--- config.mk ---
export PLATFORM = sky130hd
export DESIGN_NAME = window_hyst_filter
export DESIGN_NICKNAME = d
export VERILOG_FILES = /design/src/rtl/wgf_pkg.sv /design/src/rtl/wgf_sync.sv /design/src/rtl/wgf_window.sv /design/src/rtl/wgf_hyst.sv /design/src/rtl/window_hyst_filter.sv
export SDC_FILE = /design/constraint.sdc
export NUM_CORES = 1
export LEC_CHECK = 0
export ABC_AREA = 1
export BUFFER_PORTS_ARGS = -buffer_cell sky130_fd_sc_hd__buf_4
export CAP_MARGIN = 10
export CORE_MARGIN = 10
export CORE_UTILIZATION = 40
export DETAILED_ROUTE_END_ITERATION = 10
export GPL_ROUTABILITY_DRIVEN = 0
export PLACE_DENSITY = 0.65
export SYNTH_ARGS = -nofsm -noshare
export SYNTH_HDL_FRONTEND = slang
export SYNTH_SLANG_ARGS = --single-unit
--- constraint.sdc ---
create_clock -name clk -period 2.2 [get_ports clk]
set_input_delay 0.11 -clock clk [delete_from_list [all_inputs] [get_ports clk]]
set_output_delay 0.11 -clock clk [all_outputs]
set_load 0.01 [all_outputs]
--- src/rtl/wgf_pkg.sv ---
package wgf_pkg;
  // Filtered line state held by the hysteresis stage.
  typedef enum logic [0:0] {
    LVL_LOW  = 1'b0,
    LVL_HIGH = 1'b1
  } line_lvl_e;

  // Width needed to hold a count from 0 up to n inclusive.
  function automatic int cnt_width(input int n);
    return $clog2(n + 1);
  endfunction
endpackage

--- src/rtl/wgf_sync.sv ---
module wgf_sync #(
  parameter int DEPTH = 2
) (
  input  logic clk,
  input  logic rst,
  input  logic d_i,
  output logic q_o
);
  logic [DEPTH-1:0] stages;

  generate
    if (DEPTH == 1) begin : g_one
      always_ff @(posedge clk) begin
        if (rst) stages <= 1'b1;
        else     stages <= d_i;
      end
    end else begin : g_chain
      always_ff @(posedge clk) begin
        if (rst) stages <= '1;
        else     stages <= {stages[DEPTH-2:0], d_i};
      end
    end
  endgenerate

  assign q_o = stages[DEPTH-1];
endmodule

--- src/rtl/wgf_window.sv ---
module wgf_window #(
  parameter int WIN_LEN = 32,
  parameter int CNT_W   = 6
) (
  input  logic             clk,
  input  logic             rst,
  input  logic             bit_i,
  output logic [CNT_W-1:0] ones_o
);
  logic [WIN_LEN-1:0] hist;
  logic [CNT_W-1:0]   ones;
  logic               leaving;

  assign leaving = hist[WIN_LEN-1];

  // Running total: add the entering sample, drop the one leaving.
  always_ff @(posedge clk) begin
    if (rst) begin
      hist <= '1;
      ones <= CNT_W'(WIN_LEN);
    end else begin
      hist <= {hist[WIN_LEN-2:0], bit_i};
      ones <= ones + CNT_W'(bit_i) - CNT_W'(leaving);
    end
  end

  assign ones_o = ones;
endmodule

--- src/rtl/wgf_hyst.sv ---
module wgf_hyst
  import wgf_pkg::*;
#(
  parameter int RISE_AT = 24,
  parameter int FALL_AT = 8,
  parameter int CNT_W   = 6
) (
  input  logic             clk,
  input  logic             rst,
  input  logic [CNT_W-1:0] ones_i,
  output logic             lvl_o
);
  localparam logic [CNT_W-1:0] RISE_C = CNT_W'(RISE_AT);
  localparam logic [CNT_W-1:0] FALL_C = CNT_W'(FALL_AT);

  line_lvl_e lvl_q, lvl_d;

  always_comb begin
    lvl_d = lvl_q;
    if (ones_i >= RISE_C)      lvl_d = LVL_HIGH;
    else if (ones_i <= FALL_C) lvl_d = LVL_LOW;
  end

  always_ff @(posedge clk) begin
    if (rst) lvl_q <= LVL_HIGH;
    else     lvl_q <= lvl_d;
  end

  assign lvl_o = (lvl_q == LVL_HIGH);
endmodule

--- src/rtl/window_hyst_filter.sv ---
module window_hyst_filter
  import wgf_pkg::*;
#(
  parameter int WIN_LEN    = 32,
  parameter int RISE_AT    = 24,
  parameter int FALL_AT    = 8,
  parameter int SYNC_DEPTH = 2
) (
  input  logic clk,
  input  logic rst,
  input  logic raw_i,
  output logic filt_o
);
  localparam int CNT_W = cnt_width(WIN_LEN);

  generate
    if (!(FALL_AT < RISE_AT && RISE_AT <= WIN_LEN && WIN_LEN >= 2 && SYNC_DEPTH >= 1))
    begin : g_bad_params
      $error("window_hyst_filter: need 0 <= FALL_AT < RISE_AT <= WIN_LEN, WIN_LEN >= 2");
    end
  endgenerate

  logic             line_s;
  logic [CNT_W-1:0] win_ones;

  wgf_sync #(.DEPTH(SYNC_DEPTH)) u_sync (
    .clk (clk),
    .rst (rst),
    .d_i (raw_i),
    .q_o (line_s)
  );

  wgf_window #(.WIN_LEN(WIN_LEN), .CNT_W(CNT_W)) u_win (
    .clk    (clk),
    .rst    (rst),
    .bit_i  (line_s),
    .ones_o (win_ones)
  );

  wgf_hyst #(.RISE_AT(RISE_AT), .FALL_AT(FALL_AT), .CNT_W(CNT_W)) u_hyst (
    .clk    (clk),
    .rst    (rst),
    .ones_i (win_ones),
    .lvl_o  (filt_o)
  );
endmodule

After elaboration in Yosys (flattened, before gate mapping)
Index checks and enable logic that the tools add are counted.
Widths: inputs -> output; s select.
Storage, ports and cells
  register bits after elaboration: 41
  input port bits: 3
  output and inout port bits: 1
Operators by class
  add/sub/neg operators: 2
  order comparisons: 2
  reductions and logical operators: 1
Operators with widths (count)
  $add 6x1->6: 1
  $ge 6x5->1 const B: 1
  $le 6x4->1 const B: 1
  $sub 6x1->6: 1
  $reduce_or 2->1: 1

Longest topological paths before layout
  depth after elaboration: 2
  mapped depth: 10
  mapped depth without buffers: 10

Modules after synthesis
From an unflattened synthesis, not the netlist that was laid out.
Second synthesis, totals
  cell total of the unflattened synthesis: 144
  area total of the unflattened synthesis: 1408.9 sq um
Modules (own cells, without submodules)
  wgf_window: instances 1, cells an instance 122, area each 1275.0 sq um
  wgf_hyst: instances 1, cells an instance 15, area each 75.1 sq um
  wgf_sync: instances 1, cells an instance 7, area each 58.8 sq um

Least setup slack after synthesis
No wires, ideal clock.
  path type: register to register
  start: reg u_win.ones[0] (netlist: u_win.ones_o[0])
  end: reg u_win.ones[4] (netlist: u_win.ones_o[4])
  arrival: 1.521 ns
  required time: 2.087 ns
  path slack: 0.566 ns
  cell stages (with the launch flop): 11
  period minus slack after synthesis: 1.634 ns
  cell sequence: dfxtp_1 > inv_1 > ha_1 > inv_1 > ha_1 > inv_1 > fa_1 > o21ai_1 > nand2_1 > nand2_1 > nor2_1
On the way
  cells in the longest elaborated chain, start to end: 2
RTL lines
  start: declaration: RTL line wgf_window.sv:11  | logic [CNT_W-1:0] ones;
  start signal: assignment: RTL line wgf_window.sv:20  | ones <= CNT_W'(WIN_LEN);
  start signal: assignment: RTL line wgf_window.sv:23  | ones <= ones + CNT_W'(bit_i) - CNT_W'(leaving);
  $add 6x1->6: RTL line wgf_window.sv:23
  $sub 6x1->6: RTL line wgf_window.sv:23
No other way between the ends.
A chain may end at the register's enable or synchronous reset.

Worst setup path after layout
Same ends and word-level chain as after synthesis.

==> results.txt <==
Max Clock Skew - 7.067 ps
RSZ-0062 raised after global routing - no
reg2reg path depth - 10
core footprint - 3390 um^2
Via-to-Cell Ratio - 4.466
total clock sinks - 41
DR DRC count - 0
Worst-path clk slew - 110 ps
Final ANT Viol Nets - 0
r2r startpoint - u_win.ones_o[0]$_SDFF_PP0_
final WL - 2025 um
CP Class - flop to flop
crit path launch type - flop
worst hold start - rst
Syn Area/Cell - 10.34 um^2
TritonCTS clock tree - yes
top-area cell type share of the netlist area - 57.54%
Remaining Overflow, GRT - 0
DP Worst Slack - 445.5 ps
sequential fraction of the synthesis area - 57.54%
Max Cap Viol - 0
FILL cells - 324
reg2reg end - u_win.ones_o[4]$_SDFF_PP0_
Post-Syn Nets - 153
largest cells by area after synthesis - dfxtp_1 (58%), or2_1 (15%), ha_1 (9.6%)
Vias - 853
Starting Density - 42.08%
Max Slew Vio Count - 0
Num CTS Buffers - 5
chip width - 79.72 um
number of antenna violations at the first check in global routing - 0
most frequent cells after synthesis - dfxtp_1 (41), or2_1 (34), inv_1 (13), nand2_1 (12), ha_1 (11)
io pins - 4
VDD IR max - 537.8 uV
cell area after layout - 1525 um^2
share of cells above drive strength 1 - 6.897%
Hold WC Path Type - primary input to flop
drt first pass iters - 4
Final nets - 161
pin slew with the least headroom to its limit - 271.3 ps
n_diodes - 0
Post-synth EDFFs - 0
yosys warns - 0
1st-iter DRT viols - 57
mean routed wirelength per cell - 10.60 um
H-tree depth - 2
Critical Path End Type - flop
WHS Endpoint - u_win.ones_o[1]$_SDFF_PP0_
post-synthesis async set-or-reset flop share - 0%
mapped cell area - 1426 um^2
FP Rows - 21
slew margin rel. - 81.91%
Final Hold Fails - 0
highest achievable clock rate - 564.5 MHz
crit path max fanout - 3
IO buf count - 3
Setup TNS - 0 ps
Worst Path Arrival - 2010 ps
final setup violation count - 0
#FFs+latches synth - 41
fin crit share - 80.53%
final core area utilization - 45.00%
dpl cell area - 1473 um^2
die area - 6354 um^2
ys flop type - dfxtp_1
GRT Total Usage - 7.811%
clk buf depth - 2
worst skew pair latency - 330 ps
dominant cell type by area after synthesis - dfxtp_1
WHS Path Cells - 2
post-DP HPWL - 1395 um
vias in the first global route - 890
global-route wire length before repair - 3843 um
most frequent cell after synthesis - dfxtp_1
post-synthesis instance total - 138
clock root buffer - clkbuf_4
min cycle time layout - 1772 ps
FF-to-FF setup slack - 430 ps
WP data required - 2440 ps
area delta synth->final - 6.930%
status - completed
post-synthesis cell type count - 14
Leak Pwr - 0.6247 nW
Die Ht - 79.72 um
final setup margin - 428.4 ps
maximum number of pins on one net before global-route repair - 38
Power Dens Cells - 997.6 nW/um^2
cells by family after synthesis:
group | after synthesis | share of synthesized area (%)
flops | 41 | 57.54
buf+inv | 18 | 6.315
fa+ha+maj | 12 | 11.05
simple gates | 60 | 22.63
compound gates | 7 | 2.456
sequential cells by signal, summed over array words and instances, names as in the netlist:
register / count
u_win.hist: 32
u_sync.stages: 2
u_win.ones_o: 6
u_hyst.lvl_o: 1
through the flow:
step / total power, mW / instances / hold WS (ps)
after floorplan: 1.134 / 138 / 207.1
after global placement: 1.191 / 184 / 290.9
after detailed placement: 1.223 / 184 / 292.8
after CTS: 1.549 / 191 / 101.6
after global routing: 1.673 / 191 / 133.7
final: 1.522 / 191 / 119.2
final cells by class:
class | count | area (um^2) | share of cell area, %
multi-input cells | 79 | 515.5 | 33.80
clock buffers | 5 | 37.54 | 2.461
well taps | 46 | 57.56 | 3.774
clock inverters | 1 | 5.005 | 0.3281
repair buffers | 4 | 32.53 | 2.133
flip-flops and latches | 41 | 820.8 | 53.81
inverters | 15 | 56.30 | 3.692
worst max path at each step:
stage | slack [ps] | end | cells after the start | start
floorplan | 570 | u_win.ones_o[4]$_SDFF_PP0_ | 10 | u_win.ones_o[0]$_SDFF_PP0_
global placement | 510 | u_win.ones_o[4]$_SDFF_PP0_ | 10 | u_win.ones_o[0]$_SDFF_PP0_
detailed placement | 450 | u_win.ones_o[4]$_SDFF_PP0_ | 10 | u_win.ones_o[0]$_SDFF_PP0_
CTS | 430 | u_win.ones_o[4]$_SDFF_PP0_ | 10 | u_win.ones_o[0]$_SDFF_PP0_
global route | 260 | u_win.ones_o[4]$_SDFF_PP0_ | 10 | u_win.ones_o[0]$_SDFF_PP0_
finish | 430 | u_win.ones_o[4]$_SDFF_PP0_ | 10 | u_win.ones_o[0]$_SDFF_PP0_
report_power, final:
part           internal (mW)  switching [mW]
Combinational          0.155           0.233
Sequential             0.785          0.0293
Clock                  0.111           0.208
critical path: stages (launching register included):
cell	delay [ps]
dfxtp_1	320
inv_1	60
ha_1	270
inv_1	60
ha_1	160
inv_1	50
fa_1	400
o21ai_1	200
nand2_1	70
nand2_1	60
nor2_1	40
layer usage:
metal	wire (um)	vias to the layer above	global-route usage, %
met1	967	402	8.590
met3	88	2	4.392
li1	-	439	-
met2	955	10	12.14
met4	13	0	3.226
met5	0	-	0
placed cells by master, fill, tap and decap left out:
cell / n
inv_2: 1
clkinv_2: 1
o21ai_1: 2
clkbuf_4: 5
or2_1: 34
nand3_1: 6
fa_1: 1
clkinv_1: 1
dfxtp_1: 41
buf_4: 3
dlygate4sd3_1: 1
a21oi_1: 5
nand2_1: 12
ha_1: 11
nand4_1: 2
inv_1: 13
nor2_1: 6
repair_timing:
action,4_1_cts,5_1_grt
hold buffers,1,0
endpoints found under the hold margin,1,0
resized for setup,0,0
setup buffers,0,0
Note: power is estimated with default switching activity, not from simulation.
